## src/rtl/trec_pkg.sv

```systemverilog
package trec_pkg;
   localparam int PRIV_W = 2;
   typedef logic [PRIV_W-1:0] priv_t;
   localparam priv_t PRIV_U = 2'd0;
   localparam priv_t PRIV_S = 2'd1;
   localparam priv_t PRIV_M = 2'd3;

   typedef struct packed {
      priv_t priv;
      logic  virt;
   } mode_t;

   typedef enum logic [2:0] {
      EV_NONE,
      EV_TRAP_HS,
      EV_TRAP_M,
      EV_MRET,
      EV_SRET
   } ev_e;
endpackage

```

## src/rtl/trec_arbiter.sv

```systemverilog
module trec_arbiter
   import trec_pkg::*;
(
   input  logic  trap_valid,
   input  logic  trap_to_m,
   input  logic  mret_req,
   input  logic  sret_req,
   input  priv_t cur_priv,
   output ev_e   ev
);
   logic force_m;

   // a trap never leaves M for a lower level
   assign force_m = (cur_priv == PRIV_M);

   always_comb begin
      ev = EV_NONE;
      if (trap_valid) begin
         ev = (trap_to_m || force_m) ? EV_TRAP_M : EV_TRAP_HS;
      end else if (mret_req) begin
         ev = EV_MRET;
      end else if (sret_req) begin
         ev = EV_SRET;
      end
   end
endmodule

```

## src/rtl/trec_hs_fields.sv

```systemverilog
module trec_hs_fields
   import trec_pkg::*;
#(
   parameter bit RST_SPVP = 1'b1
) (
   input  logic  clk,
   input  logic  rst_n,
   input  logic  take,
   input  logic  do_sret,
   input  mode_t cur,
   input  logic  hyp_vm,
   input  logic  mem_fault,
   output logic  spp,
   output logic  spv,
   output logic  spvp,
   output logic  gva,
   output mode_t ret_mode
);
   logic from_s;
   logic gva_nxt;

   assign from_s  = (cur.priv != PRIV_U);
   // guest address when the access borrowed V=1 or really ran with V=1
   assign gva_nxt = mem_fault & (hyp_vm | cur.virt);

   always_ff @(posedge clk) begin
      if (!rst_n) begin
         spp  <= 1'b0;
         spv  <= 1'b0;
         spvp <= RST_SPVP;
         gva  <= 1'b0;
      end else if (take) begin
         spp <= from_s;
         spv <= cur.virt;
         gva <= gva_nxt;
         if (cur.virt) begin
            spvp <= from_s;
         end
      end else if (do_sret) begin
         spp <= 1'b0;
         spv <= 1'b0;
      end
   end

   assign ret_mode.priv = spp ? PRIV_S : PRIV_U;
   assign ret_mode.virt = spv;


   spvp_hold_chk: assert property (@(posedge clk) disable iff (!rst_n)
      take && !cur.virt |=> $stable(spvp));


   hlv_fault_chk: assert property (@(posedge clk) disable iff (!rst_n)
      take && hyp_vm && mem_fault && !cur.virt |=> gva && !spv);


   memf_gva_chk: assert property (@(posedge clk) disable iff (!rst_n)
      take && mem_fault && !hyp_vm |=> gva == spv);


   hs_nomem_gva_chk: assert property (@(posedge clk) disable iff (!rst_n)
      take && !mem_fault |=> !gva);
endmodule

```

## src/rtl/trec_m_fields.sv

```systemverilog
module trec_m_fields
   import trec_pkg::*;
#(
   parameter int RST_MPP  = 0,
   parameter bit RST_MPV  = 1'b1,
   parameter bit MPRV_GVA = 1'b1
) (
   input  logic  clk,
   input  logic  rst_n,
   input  logic  take,
   input  logic  do_mret,
   input  mode_t cur,
   input  logic  hyp_vm,
   input  logic  mem_fault,
   input  logic  mprv_access,
   output priv_t mpp,
   output logic  mpv,
   output logic  gva,
   output mode_t ret_mode
);
   localparam priv_t RST_MPP_V = priv_t'(RST_MPP);

   logic mprv_term;
   logic gva_nxt;

   generate
      if (MPRV_GVA) begin : g_mprv_gva
         assign mprv_term = mprv_access & mpv;
      end else begin : g_no_mprv_gva
         assign mprv_term = 1'b0 & mprv_access;
      end
   endgenerate

   assign gva_nxt = mem_fault & (hyp_vm | cur.virt | mprv_term);

   always_ff @(posedge clk) begin
      if (!rst_n) begin
         mpp <= RST_MPP_V;
         mpv <= RST_MPV;
         gva <= 1'b0;
      end else if (take) begin
         mpp <= cur.priv;
         mpv <= cur.virt;
         gva <= gva_nxt;
      end else if (do_mret) begin
         mpp <= PRIV_U;
         mpv <= 1'b0;
      end
   end

   assign ret_mode.priv = mpp;
   assign ret_mode.virt = (mpp == PRIV_M) ? 1'b0 : mpv;


   mprv_mpp_chk: assert property (@(posedge clk) disable iff (!rst_n)
      take && mprv_access && cur.priv == PRIV_M |=> mpp == PRIV_M && !mpv);


   mret_clear_chk: assert property (@(posedge clk) disable iff (!rst_n)
      do_mret |=> mpp == PRIV_U && !mpv);


   m_nomem_gva_chk: assert property (@(posedge clk) disable iff (!rst_n)
      take && !mem_fault |=> !gva);


   m_guest_gva_chk: assert property (@(posedge clk) disable iff (!rst_n)
      take && mem_fault && (hyp_vm || cur.virt) |=> gva);
endmodule

```

## src/rtl/trec_mode_seq.sv

```systemverilog
module trec_mode_seq
   import trec_pkg::*;
(
   input  logic  clk,
   input  logic  rst_n,
   input  ev_e   ev,
   input  mode_t sret_mode,
   input  mode_t mret_mode,
   output mode_t cur
);
   mode_t nxt;

   always_comb begin
      nxt = cur;
      unique case (ev)
         EV_TRAP_HS: nxt = '{priv: PRIV_S, virt: 1'b0};
         EV_TRAP_M:  nxt = '{priv: PRIV_M, virt: 1'b0};
         EV_MRET:    nxt = mret_mode;
         EV_SRET:    nxt = sret_mode;
         default:    nxt = cur;
      endcase
   end

   always_ff @(posedge clk) begin
      if (!rst_n) begin
         cur <= '{priv: PRIV_M, virt: 1'b0};
      end else begin
         cur <= nxt;
      end
   end


   hs_entry_chk: assert property (@(posedge clk) disable iff (!rst_n)
      ev == EV_TRAP_HS |=> cur.priv == PRIV_S && !cur.virt);


   sret_resume_chk: assert property (@(posedge clk) disable iff (!rst_n)
      ev == EV_SRET |=> cur == $past(sret_mode));


   mret_resume_chk: assert property (@(posedge clk) disable iff (!rst_n)
      ev == EV_MRET |=> cur == $past(mret_mode));
endmodule

```

## src/rtl/trap_status_recorder.sv

```systemverilog
module trap_status_recorder
   import trec_pkg::*;
#(
   parameter int RST_MPP  = 0,
   parameter bit RST_MPV  = 1'b1,
   parameter bit RST_SPVP = 1'b1,
   parameter bit MPRV_GVA = 1'b1
) (
   input  logic       clk,
   input  logic       rst_n,
   input  logic       trap_valid,
   input  logic       trap_to_m,
   input  logic       hyp_vm_access,
   input  logic       mem_fault,
   input  logic       mprv_access,
   input  logic       mret_req,
   input  logic       sret_req,
   output logic [1:0] cur_priv,
   output logic       cur_virt,
   output logic       stat_spp,
   output logic       stat_spv,
   output logic       stat_spvp,
   output logic       hs_gva,
   output logic [1:0] stat_mpp,
   output logic       stat_mpv,
   output logic       m_gva,
   output logic [1:0] sret_priv,
   output logic       sret_virt,
   output logic [1:0] mret_priv,
   output logic       mret_virt
);
   if (PRIV_W != 2) begin : g_bad_width
      $error("privilege field must be two bits wide");
   end
   if (RST_MPP == 2 || RST_MPP < 0 || RST_MPP > 3) begin : g_bad_mpp
      $error("RST_MPP must encode U, S or M");
   end

   ev_e   ev;
   mode_t cur;
   mode_t s_ret;
   mode_t m_ret;
   priv_t mpp_q;

   trec_arbiter u_arb (
      .trap_valid (trap_valid),
      .trap_to_m  (trap_to_m),
      .mret_req   (mret_req),
      .sret_req   (sret_req),
      .cur_priv   (cur.priv),
      .ev         (ev)
   );

   trec_hs_fields #(.RST_SPVP(RST_SPVP)) u_hs (
      .clk       (clk),
      .rst_n     (rst_n),
      .take      (ev == EV_TRAP_HS),
      .do_sret   (ev == EV_SRET),
      .cur       (cur),
      .hyp_vm    (hyp_vm_access),
      .mem_fault (mem_fault),
      .spp       (stat_spp),
      .spv       (stat_spv),
      .spvp      (stat_spvp),
      .gva       (hs_gva),
      .ret_mode  (s_ret)
   );

   trec_m_fields #(.RST_MPP(RST_MPP), .RST_MPV(RST_MPV), .MPRV_GVA(MPRV_GVA)) u_m (
      .clk         (clk),
      .rst_n       (rst_n),
      .take        (ev == EV_TRAP_M),
      .do_mret     (ev == EV_MRET),
      .cur         (cur),
      .hyp_vm      (hyp_vm_access),
      .mem_fault   (mem_fault),
      .mprv_access (mprv_access),
      .mpp         (mpp_q),
      .mpv         (stat_mpv),
      .gva         (m_gva),
      .ret_mode    (m_ret)
   );

   trec_mode_seq u_seq (
      .clk       (clk),
      .rst_n     (rst_n),
      .ev        (ev),
      .sret_mode (s_ret),
      .mret_mode (m_ret),
      .cur       (cur)
   );

   assign cur_priv  = cur.priv;
   assign cur_virt  = cur.virt;
   assign stat_mpp  = mpp_q;
   assign sret_priv = s_ret.priv;
   assign sret_virt = s_ret.virt;
   assign mret_priv = m_ret.priv;
   assign mret_virt = m_ret.virt;


   trap_from_m_chk: assert property (@(posedge clk) disable iff (!rst_n)
      trap_valid && cur_priv == PRIV_M |=> cur_priv == PRIV_M && stat_mpp == PRIV_M);


   trap_first_chk: assert property (@(posedge clk) disable iff (!rst_n)
      trap_valid |=> !cur_virt && cur_priv != PRIV_U);


   quiet_hold_chk: assert property (@(posedge clk) disable iff (!rst_n)
      !trap_valid && !mret_req && !sret_req |=> $stable(cur_priv) && $stable(stat_spvp));
endmodule

```

## config.mk

```make
export PLATFORM = sky130hd
export DESIGN_NAME = trap_status_recorder
export DESIGN_NICKNAME = d
export VERILOG_FILES = /design/src/rtl/trec_pkg.sv /design/src/rtl/trec_arbiter.sv /design/src/rtl/trec_hs_fields.sv /design/src/rtl/trec_m_fields.sv /design/src/rtl/trec_mode_seq.sv /design/src/rtl/trap_status_recorder.sv
export SDC_FILE = /design/constraint.sdc
export NUM_CORES = 1
export LEC_CHECK = 0
export BUFFER_PORTS_ARGS = -buffer_cell sky130_fd_sc_hd__buf_4
export CAP_MARGIN = 20
export CORE_AREA = 2 2 39 41
export CTS_BUF_LIST = sky130_fd_sc_hd__clkbuf_8
export DETAILED_ROUTE_END_ITERATION = 10
export DIE_AREA = 0 0 41 43
export GPL_ROUTABILITY_DRIVEN = 0
export PLACE_DENSITY = 0.75
export SLEW_MARGIN = 0
export SYNTH_ARGS = -nofsm -noshare
export SYNTH_HDL_FRONTEND = slang
export SYNTH_SLANG_ARGS = --single-unit
```

## constraint.sdc

```tcl
create_clock -name clk -period 1.3 [get_ports clk]
set_input_delay 0.39 -clock clk [delete_from_list [all_inputs] [get_ports clk]]
set_output_delay 0.39 -clock clk [all_outputs]
set_load 0.05 [all_outputs]
```

==> impl_metrics.py <==
metrics = {
    "placement": {
        "port_buffers": 24,
        "dp_slack_ns": 0.0193,
        "detailed_place_hpwl_um": 1040,
    },
    "routing": {
        "vias": 584,
        "routed_wirelength_um": 1400,
        "avgRoutedWirePerCell_um": 13.7,
        "drcViolationCount": 0,
        "ant_nets": 0,
        "viasPerCell": 5.73,
        "drt_iter0_drc": 5,
        "dr.pass1.iters": 4,
    },
    "sta": {
        "rsz0062_at_grt": "true",
        "hold_ws_ns": 0.392,
        "setup_slack_ns": -0.0279,
        "final_max_slew_viol_count": 0,
        "skew_ns": 0.00440,
        "fin_crit_sh_pct": 102,
        "layout_min_cycle_time_ns": 1.33,
        "clock.fmax_ghz": 0.753,
        "tns_ns": -0.0279,
        "finalSetupViolCount": 1,
        "hold_violations": 0,
    },
    "yosys": {
        "synth_edf_count": 0,
        "ys.flop_type": "dfxtp_1",
        "avgSynthCellArea_um2": 9.18,
        "synth_cells": 63,
        "synth_nets": 72,
        "ys_types": 27,
        "yosys_warnings": 0,
        "async_reset_ff_share_pct": 0,
        "ys_seq_elements": 11,
        "ys_seq_area_share_pct": 38.1,
        "syn_area_um2": 578,
    },
    "clocking": {
        "h-tree-depth": 1,
        "cts_tree": "built",
        "cts-root-buf": "clkbuf_8",
        "hold_buffers": 0,
        "path_clk_slew_ns": 0.05,
        "clock-sinks": 11,
        "numCtsBuffers": 3,
        "clk_latency_ns": 0.24,
        "cts.path.max_buffers": 2,
    },
    "floorplanning": {
        "start_util_pct": 41.8,
        "core_area_um2": 1380,
        "dieArea_um2": 1760,
        "fp.dieH_um": 43,
        "rows": 14,
        "io_pins": 26,
        "fp.dieW_um": 41,
    },
    "min_path": {
        "hold_path_class": "input port to flop",
        "hp-start": "rst_n",
    },
    "worst_setup_path": {
        "cp_max_fo": 5,
        "cp_slowest_stage_delay_ns": 0.35,
        "crit_slowest_cell": "dfxtp_2",
        "critPathLaunchType": "flop",
        "rr_startpoint": "u_seq.cur[2]$_SDFFE_PN1P_",
        "crit_chain": "a21boi_4 > buf_6",
        "cp.arrival_ns": 0.94,
        "crit_family": "flip-flops",
        "required_ns": 0.91,
        "crit_buf_inv": 1,
        "cp-end-kind": "primary output",
        "worstSetupPathType": "flop to primary output",
        "cp-startpoint": "u_m.mpp[0]$_SDFFE_PN0P_",
    },
    "finish": {
        "final_core_util_pct": 59.7,
        "fin_nets": 96,
        "drive_gt1_share_pct": 51.2,
        "area_growth_pct": 42.9,
        "n_antenna_cell": 0,
    },
    "run_status": {
        "outcome": "finished, violations left",
        "violations": "negative setup slack",
    },
    "global_route": {
        "grt_pass1_vias": 553,
        "antenna_found_initial": 0,
        "grtUsageTotal_pct": 19.5,
        "globalRouteOverflowTotal": 0,
        "grt_pass1_wl_um": 2310,
        "grt_max_degree": 16,
    },
    "pwr": {
        "power_density_nw_per_um2": 1220,
        "total_power_mw": 1.01,
        "power.leakage_nw": 0.355,
        "peakVddDrop_v": 0.000549,
    },
    "flow_run": {
        "drv_cap": 0,
    },
}
final timing paths:
path,end,slack [ns],cells after the start
max,mret_virt,-0.03,2
min,u_hs.spvp$_SDFFE_PN1P_,0.39,2
max reg2reg,u_hs.spp$_SDFFE_PN0P_,0.21,3
min reg2reg,u_m.gva$_SDFFE_PN0N_,0.47,2
repair_timing:
action | in CTS | in global routing
resized for setup | 4 | 0
endpoints found under the setup margin | 4 | 1
setup buffers | 1 | 0
cell families after synthesis:
| kind of cell | after synthesis | synth area share, % |
|---|---|---|
| AOI/OAI and AO/OA | 22 | 29.9 |
| and+or+nand+nor | 16 | 15.6 |
| DFF | 11 | 38.1 |
| buffers and inverters | 10 | 10.4 |
| muxes | 3 | 5.41 |
| other | 1 | 0.649 |
flip-flops by register name, indices dropped and copies added (netlist names):
signal	flops
u_m.mpv	1
u_hs.spvp	1
u_seq.cur	3
u_hs.gva	1
u_m.mpp	2
u_hs.spv	1
u_m.gva	1
u_hs.spp	1
report_power, final:
part | switching (mW) | internal [mW]
logic | 0.183 | 0.102
clock network | 0.126 | 0.207
registers | 0.0277 | 0.361
per-stage QoR:
step	cell area, µm²	std cells
floorplan	594	63
global placement	766	97
detailed placement	766	97
CTS	826	102
global route	826	102
finish	826	102
worst reg2reg max path, delay by kind of cell, from the launching register on:
family	cells	cell delay (ns)
AO/OA/AOI/OAI	3	0.64
flip-flops	1	0.35
cell type report:
class / count / area, µm²
multi-input combinational: 42 / 305
inverter: 3 / 11.3
timing repair buffer: 26 / 211
sequential: 11 / 233
clock inverter: 1 / 3.75
fill: 128 / 558
tap: 16 / 20.0
clock buffer: 3 / 41.3
routing by layer:
layer	global-route usage (%)	routed length (µm)	up-vias
met2	29.1	660	24
li1	-	-	277
met5	0	0	-
met1	24.5	581	278
met3	5.24	125	5
met4	10.0	30	0
cells in the final DEF, fill, tap and decap left out, types with 2 or more instances in the layout:
| master | count |
|---|---|
| inv_1 | 4 |
| nand4_1 | 3 |
| o21ai_0 | 6 |
| nor2_1 | 3 |
| clkbuf_8 | 3 |
| a21oi_1 | 5 |
| nand3_1 | 5 |
| mux2i_1 | 2 |
| dfxtp_1 | 3 |
| buf_4 | 24 |
| o211ai_1 | 2 |
| dfxtp_2 | 7 |
Yosys cell counts, types with 2 or more instances:
cell | instances | area share [%]
mux2i_1 | 2 | 3.5
nor2_1 | 3 | 1.9
nand3_1 | 5 | 4.3
inv_1 | 3 | 1.9
o21ai_0 | 6 | 5.2
buf_4 | 6 | 7.8
a21oi_1 | 5 | 4.3
dfxtp_1 | 11 | 38
o211ai_1 | 2 | 2.6
nand4_1 | 3 | 3.2
(Power assumes the default switching activity.)
